**config.mk**
```make
export PLATFORM = sky130hd
export DESIGN_NAME = leadoff_wait_ctrl
export DESIGN_NICKNAME = d
export VERILOG_FILES = /design/src/rtl/lw_pkg.sv /design/src/rtl/lw_policy_reg.sv /design/src/rtl/lw_lat_counter.sv /design/src/rtl/lw_target_fsm.sv /design/src/rtl/leadoff_wait_ctrl.sv
export SDC_FILE = /design/constraint.sdc
export NUM_CORES = 1
export LEC_CHECK = 0
export BUFFER_PORTS_ARGS = -buffer_cell sky130_fd_sc_hd__buf_2
export CELL_PAD_IN_SITES_DETAIL_PLACEMENT = 1
export CELL_PAD_IN_SITES_GLOBAL_PLACEMENT = 2
export CORE_UTILIZATION = 30
export CTS_CLUSTER_DIAMETER = 80
export CTS_CLUSTER_SIZE = 10
export DETAILED_ROUTE_END_ITERATION = 6
export PLACE_DENSITY_LB_ADDON = 0.08
export SETUP_SLACK_MARGIN = 0.05
export SLEW_MARGIN = 20
export SYNTH_ARGS = -nofsm -noshare
export SYNTH_HDL_FRONTEND = slang
export SYNTH_SLANG_ARGS = --single-unit
```
**constraint.sdc**
```tcl
create_clock -name clk -period 3 [get_ports clk]
set_clock_uncertainty 0.2 [all_clocks]
set_input_delay 0.6 -clock clk [delete_from_list [all_inputs] [get_ports clk]]
set_output_delay 0.6 -clock clk [all_outputs]
set_load 0.05 [all_outputs]
```
**src/rtl/lw_pkg.sv**
```systemverilog
package lw_pkg;

    localparam int unsigned LW_REG_W     = 32;
    localparam int unsigned LW_THR_LSB   = 8;
    localparam int unsigned LW_THR_W     = 6;
    localparam logic [31:0] LW_REG_RESET = 32'h0000_1200;
    localparam int unsigned LW_WAIT_MAX  = 16;

    typedef enum logic [2:0] {
        ST_IDLE,
        ST_WAIT,
        ST_XFER,
        ST_RETRY,
        ST_DRAIN
    } lw_state_e;

    // Active-high view of the target response for one clock
    typedef struct packed {
        logic trdy;
        logic stop;
    } lw_resp_t;

    function automatic logic lat_reached(input logic pend,
                                         input logic [LW_THR_W-1:0] cnt,
                                         input logic [LW_THR_W-1:0] thr);
        return pend && (thr != '0) && (cnt >= thr);
    endfunction

endpackage

```
**src/rtl/lw_policy_reg.sv**
```systemverilog
module lw_policy_reg
    import lw_pkg::*;
#(
    parameter int unsigned REG_W     = LW_REG_W,
    parameter int unsigned THR_LSB   = LW_THR_LSB,
    parameter int unsigned THR_W     = LW_THR_W,
    parameter logic [31:0] RESET_VAL = LW_REG_RESET
) (
    input  logic             clk,
    input  logic             rst,
    input  logic             we_i,
    input  logic [THR_W-1:0] wdata_i,
    output logic [THR_W-1:0] thr_o,
    output logic [REG_W-1:0] rdata_o
);
    localparam logic [THR_W-1:0] THR_RST = RESET_VAL[THR_LSB +: THR_W];

    logic [THR_W-1:0] thr_q;

    always_ff @(posedge clk) begin
        if (rst)       thr_q <= THR_RST;
        else if (we_i) thr_q <= wdata_i;
    end

    always_comb begin
        rdata_o = '0;
        rdata_o[THR_LSB +: THR_W] = thr_q;
    end

    assign thr_o = thr_q;

    // a write is visible on the next clock
    p_field_write_r2: assert property (@(posedge clk) disable iff (rst)
        we_i |=> (thr_o == $past(wdata_i)));

endmodule

```
**src/rtl/lw_lat_counter.sv**
```systemverilog
module lw_lat_counter
    import lw_pkg::*;
#(
    parameter int unsigned CNT_W = LW_THR_W
) (
    input  logic             clk,
    input  logic             rst,
    input  logic             enq_i,
    input  logic             clear_i,
    input  logic [CNT_W-1:0] thr_i,
    output logic             reached_o
);
    logic             pend_q;
    logic [CNT_W-1:0] cnt_q;

    // Counting starts at one so the value equals clocks since the enqueue edge
    always_ff @(posedge clk) begin
        if (rst || clear_i) begin
            pend_q <= 1'b0;
            cnt_q  <= '0;
        end else if (enq_i) begin
            pend_q <= 1'b1;
            cnt_q  <= CNT_W'(1);
        end else if (pend_q && (cnt_q < thr_i)) begin
            cnt_q  <= cnt_q + CNT_W'(1);
        end
    end

    assign reached_o = lat_reached(pend_q, cnt_q, thr_i);

    // counter holds once it has reached the threshold
    p_saturate_r9: assert property (@(posedge clk) disable iff (rst)
        (pend_q && !enq_i && !clear_i && (cnt_q >= thr_i)) |=> $stable(cnt_q));

    // a clear leaves no pending request behind
    p_clear_r9: assert property (@(posedge clk) disable iff (rst)
        clear_i |=> !reached_o);

endmodule

```
**src/rtl/lw_target_fsm.sv**
```systemverilog
module lw_target_fsm
    import lw_pkg::*;
#(
    parameter int unsigned WAIT_LIMIT = LW_WAIT_MAX
) (
    input  logic clk,
    input  logic rst,
    input  logic frame_n_i,
    input  logic data_avail_i,
    input  logic reached_i,
    output logic trdy_n_o,
    output logic stop_n_o,
    output logic xfer_o,
    output logic done_o
);
    localparam int unsigned          WCNT_W   = $clog2(WAIT_LIMIT + 1);
    localparam logic [WCNT_W-1:0]    WCNT_END = WCNT_W'(WAIT_LIMIT - 1);

    lw_state_e         state_q, state_d;
    logic [WCNT_W-1:0] wcnt_q, wcnt_d;
    lw_resp_t          resp;

    always_comb begin
        state_d = state_q;
        wcnt_d  = wcnt_q;
        unique case (state_q)
            ST_IDLE: begin
                if (!frame_n_i) begin
                    if (data_avail_i)   state_d = ST_XFER;
                    else if (reached_i) begin
                        state_d = ST_WAIT;
                        wcnt_d  = WCNT_W'(1);
                    end else            state_d = ST_RETRY;
                end
            end
            ST_WAIT: begin
                if (data_avail_i)            state_d = ST_XFER;
                else if (wcnt_q == WCNT_END) state_d = ST_RETRY;
                else                         wcnt_d  = wcnt_q + WCNT_W'(1);
            end
            ST_XFER, ST_RETRY: state_d = ST_DRAIN;
            ST_DRAIN: if (frame_n_i) state_d = ST_IDLE;
            default:  state_d = ST_IDLE;
        endcase
    end

    always_ff @(posedge clk) begin
        if (rst) begin
            state_q <= ST_IDLE;
            wcnt_q  <= '0;
        end else begin
            state_q <= state_d;
            wcnt_q  <= wcnt_d;
        end
    end

    always_comb begin
        resp.trdy = (state_q == ST_XFER);
        resp.stop = (state_q == ST_RETRY);
    end

    assign trdy_n_o = !resp.trdy;
    assign stop_n_o = !resp.stop;
    assign xfer_o   = resp.trdy;
    assign done_o   = resp.trdy;

    // data present at the start edge gives TRDY# next clock
    p_immediate_r3: assert property (@(posedge clk) disable iff (rst)
        (state_q == ST_IDLE && !frame_n_i && data_avail_i) |=> !trdy_n_o);

    // early absent-data return is retried at once
    p_early_retry_r5: assert property (@(posedge clk) disable iff (rst)
        (state_q == ST_IDLE && !frame_n_i && !data_avail_i && !reached_i) |=> !stop_n_o);

    // data seen while waiting yields TRDY# next clock
    p_data_next_r6: assert property (@(posedge clk) disable iff (rst)
        (state_q == ST_WAIT && data_avail_i) |=> !trdy_n_o);

    // the wait window never runs past its bound
    p_bound_r7: assert property (@(posedge clk) disable iff (rst)
        (state_q == ST_WAIT) |-> (wcnt_q < WCNT_W'(WAIT_LIMIT)));

    // each response lasts one clock
    p_trdy_pulse_r8: assert property (@(posedge clk) disable iff (rst)
        !trdy_n_o |=> trdy_n_o);
    p_stop_pulse_r8: assert property (@(posedge clk) disable iff (rst)
        !stop_n_o |=> stop_n_o);

endmodule

```
**src/rtl/leadoff_wait_ctrl.sv**
```systemverilog
module leadoff_wait_ctrl
    import lw_pkg::*;
#(
    parameter int unsigned REG_W      = LW_REG_W,
    parameter int unsigned THR_LSB    = LW_THR_LSB,
    parameter int unsigned THR_W      = LW_THR_W,
    parameter logic [31:0] RESET_VAL  = LW_REG_RESET,
    parameter int unsigned WAIT_LIMIT = LW_WAIT_MAX
) (
    input  logic             clk,
    input  logic             rst,
    input  logic             cfg_we_i,
    input  logic [THR_W-1:0] cfg_thr_wdata_i,
    output logic [REG_W-1:0] cfg_rdata_o,
    input  logic             enq_i,
    input  logic             discard_i,
    input  logic             data_avail_i,
    input  logic             frame_n_i,
    output logic             trdy_n_o,
    output logic             stop_n_o,
    output logic             data_xfer_o
);
    logic [THR_W-1:0] thr;
    logic             reached;
    logic             done;
    logic             clear;

    lw_policy_reg #(
        .REG_W     (REG_W),
        .THR_LSB   (THR_LSB),
        .THR_W     (THR_W),
        .RESET_VAL (RESET_VAL)
    ) u_reg (
        .clk     (clk),
        .rst     (rst),
        .we_i    (cfg_we_i),
        .wdata_i (cfg_thr_wdata_i),
        .thr_o   (thr),
        .rdata_o (cfg_rdata_o)
    );

    assign clear = discard_i | done;

    lw_lat_counter #(
        .CNT_W (THR_W)
    ) u_cnt (
        .clk       (clk),
        .rst       (rst),
        .enq_i     (enq_i),
        .clear_i   (clear),
        .thr_i     (thr),
        .reached_o (reached)
    );

    lw_target_fsm #(
        .WAIT_LIMIT (WAIT_LIMIT)
    ) u_fsm (
        .clk          (clk),
        .rst          (rst),
        .frame_n_i    (frame_n_i),
        .data_avail_i (data_avail_i),
        .reached_i    (reached),
        .trdy_n_o     (trdy_n_o),
        .stop_n_o     (stop_n_o),
        .xfer_o       (data_xfer_o),
        .done_o       (done)
    );

    // a zero threshold never lets the controller hold off the cycle
    p_disabled_r4: assert property (@(posedge clk) disable iff (rst)
        (thr == '0) |-> !reached);

endmodule

```
==> metrics.yaml <==
clocking:
  clock-root-buffer: "clkbuf_8"
  cts_tree: "built"
  clock_sinks: 21
  cts_resized: 0
  cts.path.max_buffers: 2
  clk-insertion-delay-late_ps: 260
  cts-hold-fix-buffers: 0
  htreeDepth: 1
  path_clk_slew_ps: 80
  numCtsBuffers: 3
  post-cts-setup-buffer-count: 0
synthesis:
  ys_types: 45
  syn_area_mm2: 0.00139
  synth.ff_latch_count: 21
  ys.flop_type: "dfxtp_1"
  ys_top_cells_by_area: "dfxtp_1 (30%), buf_4 (14%), ha_1 (8.1%)"
  syn_area_per_cell_um2: 8.89
  yosys_warnings: 0
  synth_cells: 156
  yosysSeqAreaShare: 0.303
  async_flop_share: 0
  synth_top_area_share: 0.303
  synth_edf_count: 0
  yosysTopAreaCell: "dfxtp_1"
layout:
  nFillCells: 547
  layout_common_cells: "conb_1 (26), buf_2 (21), dfxtp_1 (21)"
  syn_to_final_growth_pct: 6.86
  final_common_cell: "conb_1"
  final_nets: 200
  seq_area_um2: 420
  multiInputGateArea_um2: 793
  drive_gt1_frac: 0.209
  antenna_cells: 0
  utilization: 0.338
worst_setup_path:
  crit_path_cell_trace: "inv_1, or2_2, buf_2"
  cp_num_buf_inv: 2
  r2r.worst_path.cells: 8
  crit_family: "flip-flops"
  slowest_stage: "dfxtp_1"
  start_kind: "flop"
  ff2ff_setup_slack_ps: 790
  reg2reg_to: "u_fsm.wcnt_q[4]$_SDFFE_PP0P_"
  endpoint_kind: "output pin"
  cp.arrival_ps: 1460
  crit_fanout: 8
  required_ps: 2200
  crit_path_max_incr_delay_ps: 540
  crit_type: "reg -> out"
  r2r-start: "u_fsm.wcnt_q[0]$_SDFFE_PP0P_"
floorplan:
  die_h_um: 70.0
  coreArea_mm2: 0.00438
  initial_core_util: 0.316
  die_area_mm2: 0.00490
  die_x_um: 70.0
  rows: 24
  io_pins: 48
drt:
  ant_nets: 0
  viasPerCell: 4.62
  drc: 0
  drt_pass1_iterations: 2
  dr_total_vias: 1058
  drt_iter0_markers: 31
  wire_per_inst_um: 12.5
  totalWireLength_um: 2870
timing:
  drv_slew: 0
  fmax_ghz: 0.442
  period_needed_ps: 2260
  rsz0062_at_grt: "false"
  fin_crit_sh: 0.753
  setup_tns_ps: 0
  final-setup-viol-count: 0
  final_hold_viol_count: 0
min_path:
  hold_path_depth: 2
  hp-start: "u_cnt.cnt_q[5]$_SDFFE_PP0P_"
  hold_class: "reg -> reg"
  hold_end: "u_cnt.cnt_q[5]$_SDFFE_PP0P_"
placed_design:
  portBuffers: 21
  dp_hpwl_um: 2360
  gp_congestion: 0.705
global_route:
  grt_pass1_wl_um: 4950
  grt_pass1_vias: 1063
  antenna_found_initial: 0
  grt_start_max_net_pins: 12
  grt_overflow: 0
  grt_util_all_layers: 0.127
flow_run:
  drv_cap: 0
power:
  powerDensity_mw_per_mm2: 454
  power_leakage_nw: 0.715
  peakVddDrop_v: 0.000140
run_status:
  status: "finished, final reports clean"
## flip-flops by register name, indices dropped and copies added (netlist names)
name,flops
u_cnt.cnt_q,6
u_cnt.pend_q,1
u_fsm.state_q,3
u_fsm.wcnt_q,5
u_reg.thr_o,6
## report_power, final
part           leakage (nW)  total [W]  switching, W  internal (W)
clock network        0.0228   0.000193     0.0000980     0.0000948
logic                 0.521   0.000180      0.000143     0.0000367
registers             0.171   0.000300     0.0000109      0.000289
total                 0.715   0.000672      0.000252      0.000420
## layout make-up
class / instances / area share
Tap cell: 52 / 0.0439
Timing Repair Buffer: 21 / 0.0709
Inverter: 14 / 0.0355
Clock buffer: 4 / 0.0304
Multi-Input combinational cell: 117 / 0.535
Sequential cell: 21 / 0.284
## Yosys cell counts, types with 2 or more instances
cell / count
dfxtp_1: 21
nor3_1: 3
nor2b_1: 2
nand2_1: 6
or3_1: 3
nand4_1: 2
inv_1: 14
a21oi_2: 2
and3_1: 2
xor2_1: 2
nand3_1: 3
mux2i_1: 5
nor2_1: 13
buf_4: 26
clkbuf_1: 2
nand2b_1: 2
o211a_1: 2
o211ai_1: 2
o21ai_0: 4
a32o_1: 2
ha_1: 9
a21oi_1: 6
## cell families (layout without fill, tap and decap cells)
logic type | after synthesis | in the layout | share of synthesized area
adder cells (fa/ha/maj) | 9 | 9 | 0.0812
AO/OA/AOI/OAI | 31 | 31 | 0.195
XOR/XNOR | 3 | 3 | 0.0190
other | 1 | 26 | 0.00270
multiplexers | 6 | 6 | 0.0442
flip-flops | 21 | 21 | 0.303
AND/OR/NAND/NOR | 42 | 42 | 0.162
buffers and inverters | 43 | 39 | 0.192
## worst register-to-register path: stages, from the launching register on
cell and delay [ps]:
dfxtp_1 360, ha_1 250, and3_1 190, ha_1 240, a21oi_4 170, o211ai_4 110, o21ba_1 250, o21ai_2 70
a32o_1 270
## routing by layer
layer  vias up  share of wire  GRT usage
met3         5          0.046     0.0260
met1       496           0.47      0.159
met5         -              0          0
met4         0          0.015     0.0467
met2        29           0.47      0.213
li1        528              -          -
## worst max path at each step
stage	slack, ps	endpoint	depth (start not counted)	from
6_report	740	stop_n_o	3	u_fsm.state_q[0]$_SDFFE_PP0P_
3_5_place_dp	800	u_fsm.wcnt_q[4]$_SDFFE_PP0P_	8	u_fsm.wcnt_q[0]$_SDFFE_PP0P_
5_1_grt	660	stop_n_o	3	u_fsm.state_q[0]$_SDFFE_PP0P_
2_1_floorplan	570	trdy_n_o	3	u_fsm.state_q[2]$_SDFFE_PP0P_
3_3_place_gp	850	u_fsm.wcnt_q[4]$_SDFFE_PP0P_	8	u_fsm.wcnt_q[0]$_SDFFE_PP0P_
4_1_cts	720	stop_n_o	3	u_fsm.state_q[0]$_SDFFE_PP0P_
## stage by stage
stage          power [W]  setup slack, ps  instances  hold WS, ps  cell area, um2
6_report        0.000672              740        229          301            1480
5_1_grt         0.000709              663        229          336            1480
4_1_cts         0.000685              717        229          309            1480
3_5_place_dp    0.000486              804        225          294            1440
3_3_place_gp    0.000485              845        225          276            1440
2_1_floorplan   0.000484              573        181          259            1480
Power figures use the tool's default switching activity.
